`config.mk`:
```
export PLATFORM = sky130hd
export DESIGN_NAME = olt_timer
export DESIGN_NICKNAME = d
export VERILOG_FILES = /design/src/rtl/olt_pkg.sv /design/src/rtl/olt_decode.sv /design/src/rtl/olt_page_cross.sv /design/src/rtl/olt_countdown.sv /design/src/rtl/olt_timer.sv
export SDC_FILE = /design/constraint.sdc
export NUM_CORES = 1
export LEC_CHECK = 0
export BUFFER_PORTS_ARGS = -buffer_cell sky130_fd_sc_hd__buf_2
export CORE_MARGIN = 4
export CORE_UTILIZATION = 41
export DETAILED_ROUTE_END_ITERATION = 6
export GPL_TIMING_DRIVEN = 0
export PLACE_DENSITY = 0.83
export SYNTH_ARGS = -nofsm -noshare
export SYNTH_HDL_FRONTEND = slang
export SYNTH_SLANG_ARGS = --single-unit
```
`constraint.sdc`:
```
create_clock -name clk_i -period 1.3 [get_ports clk_i]
set_clock_uncertainty 0.2 [all_clocks]
set_input_delay 0.26 -clock clk_i [delete_from_list [all_inputs] [get_ports clk_i]]
set_output_delay 0.26 -clock clk_i [all_outputs]
set_load 0.01 [all_outputs]
```
`src/rtl/olt_pkg.sv`:
```
package olt_pkg;
  localparam int unsigned LEN_W = 2;
  localparam int unsigned CNT_W = 4;

  typedef enum logic [3:0] {
    MODE_ACC, MODE_IMM, MODE_ZP, MODE_ZPX, MODE_ABS, MODE_ABSX,
    MODE_ABSY, MODE_INDX, MODE_INDY, MODE_NONE
  } addr_mode_e;

  typedef struct packed {
    logic [LEN_W-1:0] len;
    logic [CNT_W-1:0] base_cyc;
    logic             idx_read;  // eligible for page penalty
    logic             illegal;
    addr_mode_e       mode;
  } dec_t;
endpackage

```
`src/rtl/olt_decode.sv`:
```
module olt_decode
  import olt_pkg::*;
(
  input  logic [7:0] opcode_i,
  output dec_t       dec_o
);
  localparam logic [LEN_W-1:0] DEF_LEN = LEN_W'(1);
  localparam logic [CNT_W-1:0] DEF_CYC = CNT_W'(2);

  logic [3:0] row, col;
  assign row = opcode_i[7:4];
  assign col = opcode_i[3:0];

  always_comb begin
    dec_o = '{len: DEF_LEN, base_cyc: DEF_CYC, idx_read: 1'b0,
              illegal: 1'b1, mode: MODE_NONE};
    unique case ({row, col})
      // add with carry
      8'h69: dec_o = '{2'd2, 4'd2, 1'b0, 1'b0, MODE_IMM};
      8'h65: dec_o = '{2'd2, 4'd3, 1'b0, 1'b0, MODE_ZP};
      8'h75: dec_o = '{2'd2, 4'd4, 1'b0, 1'b0, MODE_ZPX};
      8'h6D: dec_o = '{2'd3, 4'd4, 1'b0, 1'b0, MODE_ABS};
      8'h7D: dec_o = '{2'd3, 4'd4, 1'b1, 1'b0, MODE_ABSX};
      8'h79: dec_o = '{2'd3, 4'd4, 1'b1, 1'b0, MODE_ABSY};
      8'h61: dec_o = '{2'd2, 4'd6, 1'b0, 1'b0, MODE_INDX};
      8'h71: dec_o = '{2'd2, 4'd5, 1'b1, 1'b0, MODE_INDY};
      // shift left; indexed form is RMW, no penalty
      8'h0A: dec_o = '{2'd1, 4'd2, 1'b0, 1'b0, MODE_ACC};
      8'h06: dec_o = '{2'd2, 4'd5, 1'b0, 1'b0, MODE_ZP};
      8'h16: dec_o = '{2'd2, 4'd6, 1'b0, 1'b0, MODE_ZPX};
      8'h0E: dec_o = '{2'd3, 4'd6, 1'b0, 1'b0, MODE_ABS};
      8'h1E: dec_o = '{2'd3, 4'd7, 1'b0, 1'b0, MODE_ABSX};
      default: ;
    endcase
  end
endmodule

```
`src/rtl/olt_page_cross.sv`:
```
module olt_page_cross #(
  parameter int unsigned ADDR_W    = 16,
  parameter int unsigned IDX_W     = 8,
  parameter int unsigned PAGE_BITS = 8
) (
  input  logic [ADDR_W-1:0] base_i,
  input  logic [IDX_W-1:0]  idx_i,
  output logic              cross_o
);
  localparam int unsigned PAD_W = ADDR_W - IDX_W;
  logic [ADDR_W-1:0] sum;
  assign sum     = base_i + {{PAD_W{1'b0}}, idx_i};
  assign cross_o = sum[ADDR_W-1:PAGE_BITS] != base_i[ADDR_W-1:PAGE_BITS];
endmodule

```
`src/rtl/olt_countdown.sv`:
```
module olt_countdown #(
  parameter int unsigned CNT_W = 4
) (
  input  logic             clk_i,
  input  logic             rst_ni,
  input  logic             load_i,
  input  logic [CNT_W-1:0] load_val_i,
  output logic             busy_o,
  output logic             done_o
);
  logic [CNT_W-1:0] cnt_q;
  logic             busy_q;

  always_ff @(posedge clk_i or negedge rst_ni) begin
    if (!rst_ni) begin
      cnt_q  <= '0;
      busy_q <= 1'b0;
    end else if (load_i && !busy_q) begin
      cnt_q  <= load_val_i;
      busy_q <= 1'b1;
    end else if (busy_q) begin
      if (cnt_q == CNT_W'(1)) busy_q <= 1'b0;
      cnt_q <= cnt_q - CNT_W'(1);
    end
  end

  assign busy_o = busy_q;
  assign done_o = busy_q && (cnt_q == CNT_W'(1));

  AST_DONE_IN_BUSY: assert property (@(posedge clk_i) disable iff (!rst_ni)
    done_o |-> busy_o);
  AST_DONE_ENDS_BUSY: assert property (@(posedge clk_i) disable iff (!rst_ni)
    done_o |=> !busy_o);
  AST_BUSY_HOLDS: assert property (@(posedge clk_i) disable iff (!rst_ni)
    (busy_o && !done_o) |=> busy_o);
  AST_LOAD_STARTS: assert property (@(posedge clk_i) disable iff (!rst_ni)
    (load_i && !busy_o && load_val_i != '0) |=> busy_o);
endmodule

```
`src/rtl/olt_timer.sv`:
```
module olt_timer
  import olt_pkg::*;
#(
  parameter int unsigned ADDR_W = 16,
  parameter int unsigned IDX_W  = 8
) (
  input  logic              clk_i,
  input  logic              rst_ni,
  input  logic              start_i,
  input  logic [7:0]        opcode_i,
  input  logic [ADDR_W-1:0] base_addr_i,
  input  logic [IDX_W-1:0]  index_i,
  output logic [LEN_W-1:0]  len_o,
  output logic [CNT_W-1:0]  cycles_o,
  output logic              page_cross_o,
  output logic              illegal_o,
  output logic              busy_o,
  output logic              done_o
);
  dec_t             dec;
  logic             crossed, penalty, accept;
  logic [CNT_W-1:0] final_cyc;

  olt_decode i_decode (.opcode_i(opcode_i), .dec_o(dec));

  olt_page_cross #(.ADDR_W(ADDR_W), .IDX_W(IDX_W), .PAGE_BITS(8)) i_page (
    .base_i (base_addr_i),
    .idx_i  (index_i),
    .cross_o(crossed)
  );

  assign penalty   = dec.idx_read && crossed;
  assign final_cyc = dec.base_cyc + CNT_W'(penalty);
  assign accept    = start_i && !busy_o;

  always_ff @(posedge clk_i or negedge rst_ni) begin
    if (!rst_ni) begin
      len_o        <= '0;
      cycles_o     <= '0;
      page_cross_o <= 1'b0;
      illegal_o    <= 1'b0;
    end else if (accept) begin
      len_o        <= dec.len;
      cycles_o     <= final_cyc;
      page_cross_o <= penalty;
      illegal_o    <= dec.illegal;
    end
  end

  olt_countdown #(.CNT_W(CNT_W)) i_count (
    .clk_i     (clk_i),
    .rst_ni    (rst_ni),
    .load_i    (accept),
    .load_val_i(final_cyc),
    .busy_o    (busy_o),
    .done_o    (done_o)
  );

  AST_ILLEGAL_DEFAULTS: assert property (@(posedge clk_i) disable iff (!rst_ni)
    illegal_o |-> (len_o == 2'd1 && cycles_o == 4'd2 && !page_cross_o));
  AST_PX_ADDS_ONE: assert property (@(posedge clk_i) disable iff (!rst_ni)
    (start_i && !busy_o && crossed && opcode_i == 8'h79) |=> (page_cross_o && cycles_o == 4'd5));
  AST_SHIFT_NO_PENALTY: assert property (@(posedge clk_i) disable iff (!rst_ni)
    (start_i && !busy_o && opcode_i == 8'h1E) |=> (!page_cross_o && cycles_o == 4'd7));
  AST_PX_ONLY_INDEXED: assert property (@(posedge clk_i) disable iff (!rst_ni)
    page_cross_o |-> (cycles_o == 4'd5 || cycles_o == 4'd6) && len_o != 2'd1);
  AST_START_IGNORED: assert property (@(posedge clk_i) disable iff (!rst_ni)
    (busy_o && start_i) |=> ($stable(cycles_o) && $stable(len_o) && $stable(illegal_o)));
endmodule

```
; Word-level counts from Yosys, hierarchy flattened
; Cells that the tools add are included.
[word_totals]
register_bits = 13
inputBits = 35
elab_cells = 36
[op_classes]
n_addsub = 3
n_eq_ne = 15
n_mux = 6
reduce_logical = 6
[ops]
columns = operator, count
row1 = case mux 12 bit (13 select lines), 1
row2 = equality test 8 x 7 -> 1 bit (second input constant), 8
row3 = adder 16 x 8 -> 16 bit, 1
row4 = equality test 8 x 4 -> 1 bit (second input constant), 2
row5 = equality test 8 x 5 -> 1 bit (second input constant), 2
row6 = equality test 8 x 3 -> 1 bit (second input constant), 1
row7 = two-way mux 4 bit, 2
row8 = != test 8 bit, 1
row9 = adder 4 x 1 -> 4 bit, 1
row10 = equality test 4 x 1 -> 1 bit (second input constant), 1
row11 = logical AND 1 bit, 4
row12 = subtractor 4 x 1 -> 4 bit (second input constant), 1
row13 = two-way mux 1 bit, 3
row14 = nonzero test 2 bit, 1
row15 = logical NOT 1 bit, 1

; Longest topological paths before layout
[logic_depth]
ltp_word = 5
mapped_depth = 10

; Cells and area by module
; Synthesis repeated with hierarchy kept, for this count alone.
[hier_totals]
cells_unflattened = 120
area_unflattened_um2 = 1163.6
[modules_own_cells]
columns = module, instances, cells_per_inst, area_each_um2
row1 = olt_timer, 1, 24, 407.9
row2 = olt_decode, 1, 49, 312.8
row3 = olt_countdown, 1, 30, 287.8
row4 = olt_page_cross, 1, 17, 155.1

; Worst setup path after synthesis
; No wires, ideal clock.
[synth_timing]
path_kind = input-to-reg
startpoint = input port base_addr_i[2]
endpoint = register i_count.cnt_q[1]
arrival_time_ps = 1961
t_required_ps = 970
path_slack_ps = -991
cell_stages = 10
path_cell_list = ha_1 a211oi_1 a211oi_1 a2111oi_2 nor4_2 ha_1 ha_1 nand2_1 o211a_1 a21oi_1
[synth_between]
elab_chain_len = 5
[synth_rtl]
columns = item, line
row1 = from (decl), olt_timer.sv:11  ; input logic [ADDR_W-1:0] base_addr_i,
row2 = adder 16 x 8 -> 16 bit, olt_page_cross.sv:12  ; assign sum = base_i + {{PAD_W{1'b0}}, idx_i};
row3 = != test 8 bit, olt_page_cross.sv:13  ; assign cross_o = sum[ADDR_W-1:PAGE_BITS] != base_i[ADDR_W-1:PAGE_BITS];
row4 = logical AND 1 bit, olt_timer.sv:32  ; assign penalty = dec.idx_read && crossed;
row5 = net penalty, olt_timer.sv:21  ; logic crossed, penalty, accept;
row6 = adder 4 x 1 -> 4 bit, olt_timer.sv:33  ; assign final_cyc = dec.base_cyc + CNT_W'(penalty);
row7 = net final_cyc[1], olt_timer.sv:22  ; logic [CNT_W-1:0] final_cyc;
row8 = two-way mux 4 bit, olt_countdown.sv:18  ; end else if (load_i && !busy_q) begin
row9 = to (signal assigned), olt_countdown.sv:19  ; cnt_q <= load_val_i;
row10 = to (signal assigned), olt_countdown.sv:23  ; cnt_q <= cnt_q - CNT_W'(1);
row11 = to (decl), olt_countdown.sv:11  ; logic [CNT_W-1:0] cnt_q;
; The timed path passes the listed nets, and every way through them passes these cells.
; A chain may end at the register's enable or synchronous reset.

; Worst setup path in the final report
[layout_timing]
startpoint = input port opcode_i[1]
endpoint = register i_count.cnt_q[1]
[layout_between]
elab_chain_len = 5
elab_cells_between_ends = 17
classes_between = add/sub (1) / eq/ne (13) / mux (2) / reduce/logical (1)
[layout_rtl]
columns = item, line
row1 = from (decl), olt_timer.sv:10  ; input logic [7:0] opcode_i,
row2 = equality test 8 x 5 -> 1 bit (tied with other cells), olt_decode.sv:17  ; unique case ({row, col})
row3 = case mux 12 bit (13 select lines) (*), olt_decode.sv:17
row4 = logical AND 1 bit, olt_timer.sv:32
row5 = adder 4 x 1 -> 4 bit (*), olt_timer.sv:33
row6 = net final_cyc[1], olt_timer.sv:22
row7 = two-way mux 4 bit (*), olt_countdown.sv:18
; Mark *: on every way through the listed nets, which the timed path passes. The rest lies on a longest branch.

==> out/metrics.yaml <==
floorplan:
  die_x_microns: 56.9
  die_h_microns: 56.9
  effective_utilization_at_floorplan: 0.435
  fp.dieArea_sq_mm: 0.00324
  rows: 17
  io-pin-count: 45
  floorplan.core_area_sq_mm: 0.00225
clock_tree:
  cts_num_sinks: 13
  tritoncts_clock_tree: "yes"
  cts-buffers-inserted: 3
  cts-htree-levels: 1
  clk_lat_worst_skew_ps: 280
  cts_root_buffer: "sky130_fd_sc_hd__clkbuf_4"
  clk_transition_reported_paths_ps: 80
  cts_buffer_depth: 2
yosys:
  synth.yosys.warnings: 0
  synth.lib_cells_used.distinct: 37
  post_synth_inst_count: 107
  synthesis.nets: 153
  synth-seq-cells: 13
  synth-seq-area-share: 0.332
  synth_ff_type: "sky130_fd_sc_hd__dfrtp_1"
  syn_area_sq_um: 981
  async_flop_share: 1.00
  synth-edff-count: 0
  syn-mean-instance-area_sq_um: 9.17
global_route:
  met1_use_gr: 0.171
  antenna_found_initial: 0
  grt_first_pass_wirelength_microns: 4230
  first_global_vias: 1025
  grt-ovfl-total: 0
  global_route.usage.met2: 0.302
  grtUsageTotal: 0.163
  globalRouteMet3Util: 0.0506
  grt_busiest_layer: "met2"
  grt_max_degree: 14
final_layout:
  antenna-diode-count: 0
  nFillCells: 176
  post-route-util: 0.696
  area.growth.synth_to_final_pct: 59.9
  nets_finish: 204
  final_layout_size_suffix_gt1_frac: 0.516
  final_cell_area_sq_mm: 0.00157
  final-instance-count-excl-fill: 185
timing:
  setup_viol_count_final: 14
  fin_crit_sh: 1.62
  final_hold_violating_endpoints: 0
  slew_violations: 0
  final_period_minus_worst_setup_slack_ps: 2110
  worst-slew-pin-transition_ps: 358
  worst_hold_slack_ps: 146
  final_critical_path_setup_slack_ps: -811
  fmaxAchievable_mhz: 474
  timing.max_slew.rel_slack: 0.758
  setup_tns_ps: -6820
  rsz0062_at_grt: "true"
min_path:
  min-delay-path-class: "primary input to flop"
power:
  p_leak_nw: 0.722
  p_total_mw: 1.82
  ir_drop_mv: 0.807
  power_density_mw_per_mm2: 1160
placement:
  io_buffers: 37
  pre_cts_ws_ps: -1170
  place.gp.congestion: 0.868
  placed_cell_area_sq_mm: 0.00132
  detailedPlacementHpwl_microns: 2000
  placedCellCount: 172
run_status:
  outcome: "finished, violations left"
  violations: "negative setup slack"
job:
  max_capacitance_violation_count: 0
worst_setup_path:
  timing.critical_path.arrival_ps: 2080
  r2r_slack_ps: -160
  worstSetupEndpointType: "flop"
  critical_path.max_fanout: 4
  worst-setup-path-type: "primary input to flop"
  worstPathRequired_ps: 1270
  start_kind: "primary input"
routing:
  drt-initial-drc-count: 25
  wl_cell_microns: 14.9
  route.final.wire_length_microns: 2750
  avgViaCountPerCell: 5.70
  detailedRoute.firstPassIterationCount: 4
  drc: 0
  via_count: 1055
  postRouteAntennaNets: 0
==> critical path, cell delays in order <==
cell	delay, ps
sky130_fd_sc_hd__buf_2	110
sky130_fd_sc_hd__nand4b_1	320
sky130_fd_sc_hd__nor3_1	210
sky130_fd_sc_hd__a311oi_1	100
sky130_fd_sc_hd__a211oi_1	320
sky130_fd_sc_hd__ha_2	290
sky130_fd_sc_hd__ha_4	220
sky130_fd_sc_hd__nand2_2	60
sky130_fd_sc_hd__o211a_1	140
sky130_fd_sc_hd__a21oi_1	40
==> metal layers <==
layer  wire length (microns)  share of wire
met1                     961           0.35
met2                    1480           0.54
met3                     238          0.087
met4                      68          0.025
met5                       0              0
==> placed cells by master, fill, tap and decap left out, types with 2 or more instances in the layout <==
master                      count
sky130_fd_sc_hd__o21ai_0        3
sky130_fd_sc_hd__nor2b_1        2
sky130_fd_sc_hd__nand2_1       12
sky130_fd_sc_hd__a22oi_1        3
sky130_fd_sc_hd__buf_6         13
sky130_fd_sc_hd__dfrtp_1       12
sky130_fd_sc_hd__inv_1          5
sky130_fd_sc_hd__a21o_1         2
sky130_fd_sc_hd__xor2_1         3
sky130_fd_sc_hd__nor2_1         7
sky130_fd_sc_hd__o21ai_1        4
sky130_fd_sc_hd__clkbuf_4       3
sky130_fd_sc_hd__a211oi_2       2
sky130_fd_sc_hd__a2111oi_4      2
sky130_fd_sc_hd__a21oi_1        2
sky130_fd_sc_hd__nor3_2         2
sky130_fd_sc_hd__ha_1           3
sky130_fd_sc_hd__a21oi_2        3
sky130_fd_sc_hd__buf_2         26
sky130_fd_sc_hd__nand4_1        2
sky130_fd_sc_hd__nand2_2        5
sky130_fd_sc_hd__ha_4           7
sky130_fd_sc_hd__nor3_1         2
sky130_fd_sc_hd__buf_4          7
==> cells in the mapped netlist, types with 2 or more instances <==
| cell | number | share of area |
|---|---|---|
| sky130_fd_sc_hd__dfrtp_1 | 13 | 0.33 |
| sky130_fd_sc_hd__xor2_1 | 3 | 0.027 |
| sky130_fd_sc_hd__o21ai_1 | 2 | 0.010 |
| sky130_fd_sc_hd__a21o_1 | 2 | 0.015 |
| sky130_fd_sc_hd__nor2_1 | 7 | 0.027 |
| sky130_fd_sc_hd__nand2_1 | 16 | 0.061 |
| sky130_fd_sc_hd__a21oi_1 | 5 | 0.026 |
| sky130_fd_sc_hd__o21ai_0 | 5 | 0.026 |
| sky130_fd_sc_hd__a22oi_1 | 4 | 0.031 |
| sky130_fd_sc_hd__ha_1 | 11 | 0.14 |
| sky130_fd_sc_hd__nor3_1 | 4 | 0.020 |
| sky130_fd_sc_hd__nand4_1 | 2 | 0.013 |
| sky130_fd_sc_hd__nor2b_1 | 2 | 0.013 |
| sky130_fd_sc_hd__inv_1 | 6 | 0.023 |
| sky130_fd_sc_hd__a211oi_1 | 3 | 0.023 |
==> final timing paths <==
path,endpoint,start,cells after the start
max in group asynchronous,i_count.busy_o,rst_ni,2
min in group asynchronous,i_count.cnt_q[3],rst_ni,2
max,i_count.cnt_q[1],opcode_i[1],10
min,i_count.cnt_q[1],start_i,3
min reg2reg,len_o[1],len_o[1],2
max reg2reg,illegal_o,i_count.busy_o,4
==> area by class of cell <==
class	instances	area (sq um)	share of cell area
timing repair buffer	46	338	0.215
clock buffer	4	26.3	0.0167
sequential	13	327	0.208
multi-input combinational	85	800	0.510
inverter	6	22.5	0.0144
buffer	3	21.3	0.0136
tap	28	35.0	0.0223
==> what timing repair did <==
action                                  CTS  global route
hold endpoints to repair                 13             0
endpoints found under the setup margin   14            18
pin swaps                                 7             7
hold buffers                              1             0
buffers inserted                          4             4
resized for setup                        19            13
==> registers in the layout (all words and copies together), names as in the netlist <==
register / cells
illegal_o: 1
page_cross_o: 1
len_o: 2
cycles_o: 4
i_count.busy_o: 1
i_count.cnt_q: 4
==> kinds of logic (layout without fill, tap and decap cells) <==
family	count (synthesis)	after routing	share of synthesized area
simple gates	38	38	0.208
mux	1	1	0.0115
flops	13	13	0.332
buf+inv	9	59	0.0434
xor+xnor	4	4	0.0357
fa+ha+maj	11	11	0.140
compound gates	31	31	0.230
==> where the power goes <==
part / total [mW] / switching, mW / internal, mW
logic: 0.867 / 0.419 / 0.447
clock network: 0.249 / 0.130 / 0.119
registers: 0.699 / 0.140 / 0.560
Power figures use the tool's default switching activity.
